**config.mk**
```make
export PLATFORM = sky130hd
export DESIGN_NAME = usb_ctl_setup_capture
export DESIGN_NICKNAME = d
export VERILOG_FILES = /design/src/rtl/setup_cap_pkg.sv /design/src/rtl/setup_stream_rx.sv /design/src/rtl/setup_buffer.sv /design/src/rtl/setup_irq_regs.sv /design/src/rtl/usb_ctl_setup_capture.sv
export SDC_FILE = /design/constraint.sdc
export NUM_CORES = 1
export LEC_CHECK = 0
export CAP_MARGIN = 25
export CORE_MARGIN = 3
export CORE_UTILIZATION = 57
export DETAILED_ROUTE_END_ITERATION = 10
export PLACE_DENSITY = 0.79
export RECOVER_POWER = 25
export SLEW_MARGIN = 20
export SYNTH_ARGS = -nofsm -noshare
export SYNTH_HDL_FRONTEND = slang
export SYNTH_SLANG_ARGS = --single-unit
```
**constraint.sdc**
```tcl
create_clock -name clk -period 2.18 [get_ports clk]
set_clock_uncertainty 0.05 [all_clocks]
set_input_delay 0.218 -clock clk [delete_from_list [all_inputs] [get_ports clk]]
set_output_delay 0.218 -clock clk [all_outputs]
set_load 0.05 [all_outputs]
```
**src/rtl/setup_cap_pkg.sv**
```systemverilog
package setup_cap_pkg;
  // offsets of the control registers above the capture buffer
  localparam int OFS_REQ = 0;
  localparam int OFS_EN  = 1;
  localparam int OFS_EP0 = 2;
  // bit positions shared by request and enable registers
  localparam int BIT_TOK  = 0;
  localparam int BIT_DATA = 1;
  // bit positions in the endpoint-zero control register
  localparam int BIT_STALL = 0;
  localparam int BIT_HSNAK = 1;

  typedef struct packed {
    logic data;
    logic tok;
  } req_pair_t;
endpackage

```
**src/rtl/setup_stream_rx.sv**
```systemverilog
module setup_stream_rx #(
  parameter int SETUP_BYTES = 8,
  parameter int DATA_W      = 8,
  localparam int IDX_W      = $clog2(SETUP_BYTES),
  localparam int CNT_W      = $clog2(SETUP_BYTES + 1)
) (
  input  logic              clk,
  input  logic              rst,
  input  logic              tok_setup_i,
  input  logic              rx_valid_i,
  input  logic [DATA_W-1:0] rx_data_i,
  input  logic              rx_eop_i,
  input  logic              rx_crc_ok_i,
  output logic              wr_en_o,
  output logic [IDX_W-1:0]  wr_idx_o,
  output logic [DATA_W-1:0] wr_data_o,
  output logic              pkt_good_o
);
  localparam logic [CNT_W-1:0] FULL = CNT_W'(SETUP_BYTES);

  logic             armed_q;
  logic             bad_q;
  logic [CNT_W-1:0] cnt_q;
  logic             room;

  assign room       = cnt_q < FULL;
  assign wr_en_o    = armed_q && rx_valid_i && !rx_eop_i && !tok_setup_i && room;
  assign wr_idx_o   = cnt_q[IDX_W-1:0];
  assign wr_data_o  = rx_data_i;
  assign pkt_good_o = armed_q && !tok_setup_i && rx_eop_i && rx_crc_ok_i &&
                      !bad_q && (cnt_q == FULL);

  always_ff @(posedge clk) begin
    if (rst) begin
      armed_q <= 1'b0;
      bad_q   <= 1'b0;
      cnt_q   <= '0;
    end else if (tok_setup_i) begin
      armed_q <= 1'b1;
      bad_q   <= 1'b0;
      cnt_q   <= '0;
    end else if (armed_q) begin
      if (rx_eop_i) begin
        armed_q <= 1'b0;
      end else if (rx_valid_i) begin
        if (room) cnt_q <= cnt_q + 1'b1;
        else      bad_q <= 1'b1;
      end
    end
  end

  AST_CNT_BOUND: assert property (@(posedge clk) disable iff (rst)
    cnt_q <= FULL);
  AST_TOK_RESTART: assert property (@(posedge clk) disable iff (rst)
    tok_setup_i |=> (cnt_q == '0) && armed_q);
  AST_IDLE_NO_WRITE: assert property (@(posedge clk) disable iff (rst)
    !armed_q |-> !wr_en_o);
endmodule

```
**src/rtl/setup_buffer.sv**
```systemverilog
module setup_buffer #(
  parameter int DEPTH  = 8,
  parameter int DATA_W = 8,
  localparam int IDX_W = $clog2(DEPTH)
) (
  input  logic              clk,
  input  logic              rst,
  input  logic              wr_en_i,
  input  logic [IDX_W-1:0]  wr_idx_i,
  input  logic [DATA_W-1:0] wr_data_i,
  input  logic [IDX_W-1:0]  rd_idx_i,
  output logic [DATA_W-1:0] rd_data_o
);
  logic [DATA_W-1:0] mem [DEPTH];

  always_ff @(posedge clk) begin
    if (rst) begin
      for (int i = 0; i < DEPTH; i++) mem[i] <= '0;
      rd_data_o <= '0;
    end else begin
      if (wr_en_i) mem[wr_idx_i] <= wr_data_i;
      rd_data_o <= mem[rd_idx_i];
    end
  end
endmodule

```
**src/rtl/setup_irq_regs.sv**
```systemverilog
module setup_irq_regs
  import setup_cap_pkg::*;
(
  input  logic      clk,
  input  logic      rst,
  input  logic      set_tok_i,
  input  logic      set_data_i,
  input  logic      wr_req_i,
  input  logic      wr_en_i,
  input  logic      wr_ep0_i,
  input  logic [1:0] wdata_i,
  output req_pair_t req_o,
  output req_pair_t en_o,
  output logic      stall_o,
  output logic      hsnak_o,
  output logic      irq_o
);
  req_pair_t set_v, clr_v;

  always_comb begin
    set_v.tok  = set_tok_i;
    set_v.data = set_data_i;
    clr_v.tok  = wr_req_i && wdata_i[BIT_TOK];
    clr_v.data = wr_req_i && wdata_i[BIT_DATA];
  end

  always_ff @(posedge clk) begin
    if (rst) begin
      req_o   <= '0;
      en_o    <= '0;
      stall_o <= 1'b0;
      hsnak_o <= 1'b0;
    end else begin
      req_o <= (req_o & ~clr_v) | set_v;
      if (wr_en_i) begin
        en_o.tok  <= wdata_i[BIT_TOK];
        en_o.data <= wdata_i[BIT_DATA];
      end
      if (wr_ep0_i) hsnak_o <= wdata_i[BIT_HSNAK];
      if (set_tok_i)     stall_o <= 1'b0;
      else if (wr_ep0_i) stall_o <= wdata_i[BIT_STALL];
    end
  end

  assign irq_o = |(req_o & en_o);

  AST_TOK_SETS_REQ: assert property (@(posedge clk) disable iff (rst)
    set_tok_i |=> req_o.tok);
  AST_SET_WINS: assert property (@(posedge clk) disable iff (rst)
    (set_data_i && wr_req_i && wdata_i[BIT_DATA]) |=> req_o.data);
  AST_W1C_CLEAR: assert property (@(posedge clk) disable iff (rst)
    (wr_req_i && wdata_i[BIT_TOK] && !set_tok_i) |=> !req_o.tok);
  AST_REQ_HOLD: assert property (@(posedge clk) disable iff (rst)
    (!wr_req_i && !set_tok_i && !set_data_i) |=> $stable(req_o));
  AST_DATA_ONLY_GOOD: assert property (@(posedge clk) disable iff (rst)
    $rose(req_o.data) |-> $past(set_data_i));
  AST_STALL_CLR: assert property (@(posedge clk) disable iff (rst)
    set_tok_i |=> !stall_o);
endmodule

```
**src/rtl/usb_ctl_setup_capture.sv**
```systemverilog
module usb_ctl_setup_capture
  import setup_cap_pkg::*;
#(
  parameter int SETUP_BYTES = 8,
  parameter int DATA_W      = 8,
  parameter int ADDR_W      = 4
) (
  input  logic              clk,
  input  logic              rst,
  input  logic              tok_setup_i,
  input  logic              rx_valid_i,
  input  logic [DATA_W-1:0] rx_data_i,
  input  logic              rx_eop_i,
  input  logic              rx_crc_ok_i,
  input  logic [ADDR_W-1:0] cpu_addr_i,
  input  logic              cpu_wr_i,
  input  logic [DATA_W-1:0] cpu_wdata_i,
  output logic [DATA_W-1:0] cpu_rdata_o,
  output logic              irq_o,
  output logic              ep0_stall_o,
  output logic              ep0_hsnak_o
);
  localparam int IDX_W = $clog2(SETUP_BYTES);
  localparam logic [ADDR_W-1:0] A_REQ = ADDR_W'(SETUP_BYTES + OFS_REQ);
  localparam logic [ADDR_W-1:0] A_EN  = ADDR_W'(SETUP_BYTES + OFS_EN);
  localparam logic [ADDR_W-1:0] A_EP0 = ADDR_W'(SETUP_BYTES + OFS_EP0);
  localparam logic [ADDR_W-1:0] A_BUF_END = ADDR_W'(SETUP_BYTES);

  logic              wr_en;
  logic [IDX_W-1:0]  wr_idx;
  logic [DATA_W-1:0] wr_data;
  logic              pkt_good;
  logic [DATA_W-1:0] buf_rd;
  req_pair_t         req, en;
  logic              sel_buf_q;
  logic [DATA_W-1:0] reg_rd_q;

  setup_stream_rx #(.SETUP_BYTES(SETUP_BYTES), .DATA_W(DATA_W)) rx_i (
    .clk, .rst, .tok_setup_i, .rx_valid_i, .rx_data_i, .rx_eop_i, .rx_crc_ok_i,
    .wr_en_o(wr_en), .wr_idx_o(wr_idx), .wr_data_o(wr_data), .pkt_good_o(pkt_good)
  );

  setup_buffer #(.DEPTH(SETUP_BYTES), .DATA_W(DATA_W)) buf_i (
    .clk, .rst, .wr_en_i(wr_en), .wr_idx_i(wr_idx), .wr_data_i(wr_data),
    .rd_idx_i(cpu_addr_i[IDX_W-1:0]), .rd_data_o(buf_rd)
  );

  setup_irq_regs regs_i (
    .clk, .rst,
    .set_tok_i(tok_setup_i), .set_data_i(pkt_good),
    .wr_req_i(cpu_wr_i && cpu_addr_i == A_REQ),
    .wr_en_i (cpu_wr_i && cpu_addr_i == A_EN),
    .wr_ep0_i(cpu_wr_i && cpu_addr_i == A_EP0),
    .wdata_i(cpu_wdata_i[1:0]),
    .req_o(req), .en_o(en), .stall_o(ep0_stall_o), .hsnak_o(ep0_hsnak_o),
    .irq_o(irq_o)
  );

  always_ff @(posedge clk) begin
    if (rst) begin
      sel_buf_q <= 1'b0;
      reg_rd_q  <= '0;
    end else begin
      sel_buf_q <= cpu_addr_i < A_BUF_END;
      reg_rd_q  <= '0;
      if (cpu_addr_i == A_REQ) reg_rd_q[1:0] <= {req.data, req.tok};
      if (cpu_addr_i == A_EN)  reg_rd_q[1:0] <= {en.data, en.tok};
      if (cpu_addr_i == A_EP0) reg_rd_q[1:0] <= {ep0_hsnak_o, ep0_stall_o};
    end
  end

  assign cpu_rdata_o = sel_buf_q ? buf_rd : reg_rd_q;

  AST_IRQ_NEEDS_EN: assert property (@(posedge clk) disable iff (rst)
    (en == '0) |-> !irq_o);
  AST_RESET_QUIET: assert property (@(posedge clk)
    $past(rst) |-> (!irq_o && !ep0_stall_o && cpu_rdata_o == '0));
endmodule

```
==> results of run 1 <==
per-layer routing:
metal  global-route usage [%]  vias up  wire (um)
met1                     31.1     1226       3360
met4                     9.61        0        189
met2                     34.6      101       3750
met3                     4.11       15        522
met5                        0        -          0
li1                         -     1217          -
cells by family after synthesis:
| family | share of synthesized area, % |
|---|---|
| buffers and inverters | 4.26 |
| and+or+nand+nor | 18.4 |
| muxes | 12.5 |
| adders and majority gates | 0.627 |
| DFF | 59.7 |
| AOI/OAI and AO/OA | 4.48 |
worst min path at each step:
stage / end / slack (ns)
3_5_place_dp: regs_i.en_o[0] / 0.45
4_1_cts: regs_i.stall_o / 0.44
3_3_place_gp: rx_i.bad_q / 0.41
6_report: regs_i.stall_o / 0.44
2_1_floorplan: rx_i.armed_q / 0.29
5_1_grt: regs_i.stall_o / 0.46
cell usage in the layout (no fill, tap or decap), types with 4 or more instances in the layout:
cell type and count:
nand2_1 24, mux2i_1 8, edfxtp_1 64, clkbuf_1 4, buf_4 19, nor2_1 72
mux4_2 6, and2_1 6, a21oi_1 9, clkdlybuf4s50_1 29, nor2_2 8, clkbuf_8 9
o21ai_0 7, inv_1 5, o21bai_1 8, mux4_1 10, nor2b_1 9, dfxtp_1 23
registers in the layout, indices dropped and copies added (netlist names):
register	count
regs_i.hsnak_o	1
sel_buf_q	1
reg_rd_q	2
regs_i.en_o	2
regs_i.stall_o	1
buf_i.rd_data_o	8
buf_i.mem	64
rx_i.bad_q	1
rx_i.cnt_q	4
rx_i.armed_q	1
regs_i.req_o	2
through the flow:
stage	worst slack (ns)	hold WS, ns	std cells	util [%]	total power, mW
after floorplan	0.308	0.289	316	-	2.05
after global placement	0.126	0.407	442	67.7	2.15
after detailed placement	0.0777	0.449	442	67.7	2.16
after CTS	0.0488	0.435	458	70.8	3.31
after global routing	0.0794	0.458	458	70.8	3.40
final	0.183	0.438	458	70.8	3.30
worst reg2reg max path: stages (launching register included):
cell       delay, ns
dfxtp_1         0.35
nand4bb_4       0.24
or3_1           0.41
o21bai_1        0.17
buf_4           0.21
report_power, final:
| part | switching, mW | total, mW | internal [mW] |
|---|---|---|---|
| Combinational | 0.143 | 0.274 | 0.131 |
| Sequential | 0.0181 | 1.84 | 1.82 |
| Clock | 0.549 | 1.19 | 0.637 |
cell type report:
type                       count  area (um2)  area share (%)
sequential                    87        2380            51.2
multi-input combinational    203        1440            30.9
timing repair buffer          53         485            10.4
clock buffer                  11         131            2.83
tap                           93         116            2.50
clock inverter                 5        72.6            1.56
inverter                       6        22.5           0.484
==> impl_metrics.ini, run 1 <==
[status]
status = finished, final reports clean

[yosys]
synth_top_area_share_pct = 48.2
synth_ff_type = edfxtp_1
synth_area_leaders = edfxtp_1, dfxtp_1, nor2_1, mux4_1, mux4_2
postSynthAreaPerCell_um2 = 12.6
ys_seq_elements = 87
synth_area_um2 = 3990
synth-edff-count = 64
seq_area_frac_synth_pct = 59.7
synth_cell_types = 44
yosysMostFrequentCell = nor2_1
syn_nets = 345
synth_warnings = 0
netlist_top_cells_count = nor2_1, edfxtp_1, nand2_1, dfxtp_1, mux4_1
synth_top_cell_by_area = edfxtp_1
async_reset_ff_share_pct = 0
netlist_instances = 316

[critical_path]
endpoint_kind = output pin
endpoint = cpu_rdata_o[5]
startpoint = sel_buf_q
path_cells = and2_1 -> clkdlybuf4s50_1
r2r_slack_ns = 0.46
rr_worst_depth = 4
r2r_end = buf_i.mem[2][2]
required_ns = 1.91
r2r_start = rx_i.cnt_q[3]
critPathMaxStageDelay_ns = 0.79
critPathArrivalTime_ns = 1.73
worst_path_max_delay_cell = clkdlybuf4s50_1
startpoint_type = register
cp.depth = 2
path_class = register to output pin
path_delay_family = buffers and inverters
path_buf_inv = 1
critPathMaxFanout = 8

[timing]
tns_ns = 0
period_share_pct = 91.6
slew_headroom_pct = 47.8
rsz0062_at_grt = no
tightestPinTransition_ns = 0.782
drv_slew = 0
finalHoldViolCount = 0
fin_crit_ns = 2.00
finalSetupViolCount = 0
fmax_mhz = 501

[route]
via_per_inst = 5.59
wl_per_cell_um = 17.1
route.detailed.drc = 0
drt_iter0_drc = 224
via_count = 2559
firstDrtPassIters = 5
ant_nets = 0
routed_wl_um = 7820

[global_route]
grt_pass1_wl_um = 13100
grt_max_degree = 24
grt_antenna_before_repair = 0
grt_pass1_vias = 2569
grt-ovfl-total = 0
grt.total_usage_pct = 22.3

[hold_path]
hp-start = cpu_wdata_i[0]
hold_depth = 3
hp-class = input port to register

[final_layout]
area_growth_pct = 16.5
diodes = 0
n_fill_cell = 472
nNetsFinal = 389
finish.instance_area_um2 = 4650
drive_above_1_share_pct = 15.3

[die]
core_area_um2 = 6570
fp-row-count = 29
die_y_um = 89.7
fp.dieArea_um2 = 8040
initial_core_util_pct = 60.8
fp.dieW_um = 89.7
io_pins = 38

[placement]
io_buffers = 31
hpwl_um = 5700
finalWeightedCongestion = 0.841
placedInstanceArea_um2 = 4450

[clocking]
cts-root-buf = clkbuf_8
cts_sinks = 87
clock_latency_ns = 0.36
clkTransAtPathRegs_ns = 0.09
cts_max_path_buffers = 2
cts_buffers = 9
cts_resized = 0
cts_tree = yes
h-tree-depth = 3
holdBufCountCts = 0
cts_post_setup_buffers_inserted = 0

[power_and_ir_drop]
power_density_nw_per_um2 = 710
p_leak_nw = 1.65
ir_drop_mv = 0.429

[run]
maxCapViolCount = 0
Note: power is estimated with default switching activity, not from simulation.
==> run 2, diff against run 1 <==
- CORE_ASPECT_RATIO: not set -> 1.5
==> run 2 against run 1 <==
Power shrank 6.7%; sequential share of layout area rose by 1.1 points; worst hold slack gained 0.010 ns; critical path type unchanged; largest power group unchanged.
==> impl_metrics.ini, run 2 (same netlist as run 1, synthesis figures left out) <==
[status]
status = finished, final reports clean

[route]
wl_per_cell_um = 16.7
via_per_inst = 5.74
firstDrtPassIters = 6
route.detailed.drc = 0
drt_iter0_drc = 127
routed_wl_um = 7300
ant_nets = 0
via_count = 2513

[power_and_ir_drop]
pwr-share-comb_pct = 8.6
p_leak_nw = 1.62
switching_share_pct = 22.4
p_total_mw = 3.08
ir_drop_mv = 0.522
power_frac_clock_pct = 31.6
p_int_mw = 2.39
power_switching_mw = 0.690
power_density_nw_per_um2 = 676
seqPwrFrac_pct = 59.8

[final_layout]
mostFrequentLayoutCells = nor2_1, edfxtp_1, clkdlybuf4s50_1, nand2_1, dfxtp_1
largest_reg_flops = 64
regMostFlops = buf_i.mem
area_growth_pct = 14.1
diodes = 0
top_regs = buf_i.mem: 64 flops, buf_i.rd_data_o: 8 flops, rx_i.cnt_q: 4 flops
nNetsFinal = 386
drive_above_1_share_pct = 15.5
final_common_cell = nor2_1

[clocking]
cts_max_path_buffers = 2
cts_buffers = 9
cts_tree = yes
cts_sinks = 87
clkTransAtPathRegs_ns = 0.08
h-tree-depth = 3
clock_latency_ns = 0.35
cts-root-buf = clkbuf_8
cts_post_setup_buffers_inserted = 0

[timing]
fmax_mhz = 497
finalSetupViolCount = 0
finalHoldViolCount = 0
tightestPinTransition_ns = 0.688
tns_ns = 0
rsz0062_at_grt = no
drv_slew = 0
period_share_pct = 92.2
fin_crit_ns = 2.01
slew_headroom_pct = 54.1

[die]
die_y_um = 108
io_pins = 38
fp.dieW_um = 74.3
core_area_um2 = 6670
fp-row-count = 36
initial_core_util_pct = 59.9
fp.dieArea_um2 = 8060

[critical_path]
endpoint_kind = output pin
critPathArrivalTime_ns = 1.74
critPathMaxFanout = 8
startpoint_type = register
path_class = register to output pin
required_ns = 1.91

[hold_path]
hp-class = register to register

[placement]
io_buffers = 31
hpwl_um = 5320
finalWeightedCongestion = 0.830

[global_route]
grt_pass1_vias = 2497
grt-ovfl-total = 0
grt_antenna_before_repair = 0
grt_max_degree = 24
grt_pass1_wl_um = 12000
grt.total_usage_pct = 20.5

[run]
maxCapViolCount = 0
[run 2: per-layer routing]
metal | vias up | part of all wire (%) | track usage (%) | routed length, um
met3 | 14 | 3.9 | 5.30 | 283
met4 | 0 | 2.4 | 9.67 | 175
met1 | 1220 | 41 | 24.6 | 3020
li1 | 1214 | - | - | -
met2 | 65 | 52 | 33.9 | 3820
met5 | - | 0 | 0 | 0
[run 2: worst paths after layout]
check | startpoint | to | slack, ns | cells past startpoint
setup / recovery | sel_buf_q | cpu_rdata_o[2] | 0.17 | 2
hold / removal | regs_i.hsnak_o | regs_i.hsnak_o | 0.45 | 2
setup reg to reg | rx_i.cnt_q[3] | buf_i.mem[3][4] | 0.47 | 4
hold reg to reg | regs_i.hsnak_o | regs_i.hsnak_o | 0.45 | 2
[run 2: layout make-up]
class,instances,area [um2]
clock buffer,12,145
timing repair buffer,50,448
tap,76,95.1
multi-input combinational,203,1440
inverter,6,22.5
clock inverter,4,22.5
sequential,87,2380
fill,483,2110
[run 2: per-stage QoR]
step / worst slack [ns] / utilization (%) / hold slack [ns] / instance area, um2 / std cells
6_report: 0.170 / 68.3 / 0.449 / 4550 / 438
5_1_grt: 0.0558 / 68.3 / 0.463 / 4550 / 438
4_1_cts: 0.0278 / 68.6 / 0.428 / 4570 / 438
3_5_place_dp: 0.105 / 66.1 / 0.431 / 4400 / 422
3_3_place_gp: 0.160 / 66.1 / 0.404 / 4400 / 422
2_1_floorplan: 0.308 / - / 0.289 / 3990 / 316
[run 2: repair_timing]
action	CTS	global route
hold buffers	0	0
resized for setup	0	2
setup endpoints to repair	0	2
[run 2: worst max-delay path: stages (launching register included)]
cell	delay, ns
dfxtp_1	0.43
and2_1	0.16
clkdlybuf4s50_1	0.79
[run 2: power by group through the flow]
stage          combinational (mW)  clock, mW  sequential [mW]
2_1_floorplan               0.175          0             1.87
3_3_place_gp                0.263          0             1.88
3_5_place_dp                0.272          0             1.88
4_1_cts                     0.274      0.991             1.84
5_1_grt                     0.288       1.07             1.85
6_report                    0.266      0.972             1.84
==> run 3, diff against run 2 <==
- GPL_ROUTABILITY_DRIVEN: not set -> 0
==> results of run 3 <==
The final DEF is identical to that of run 2; final timing and power are the same.
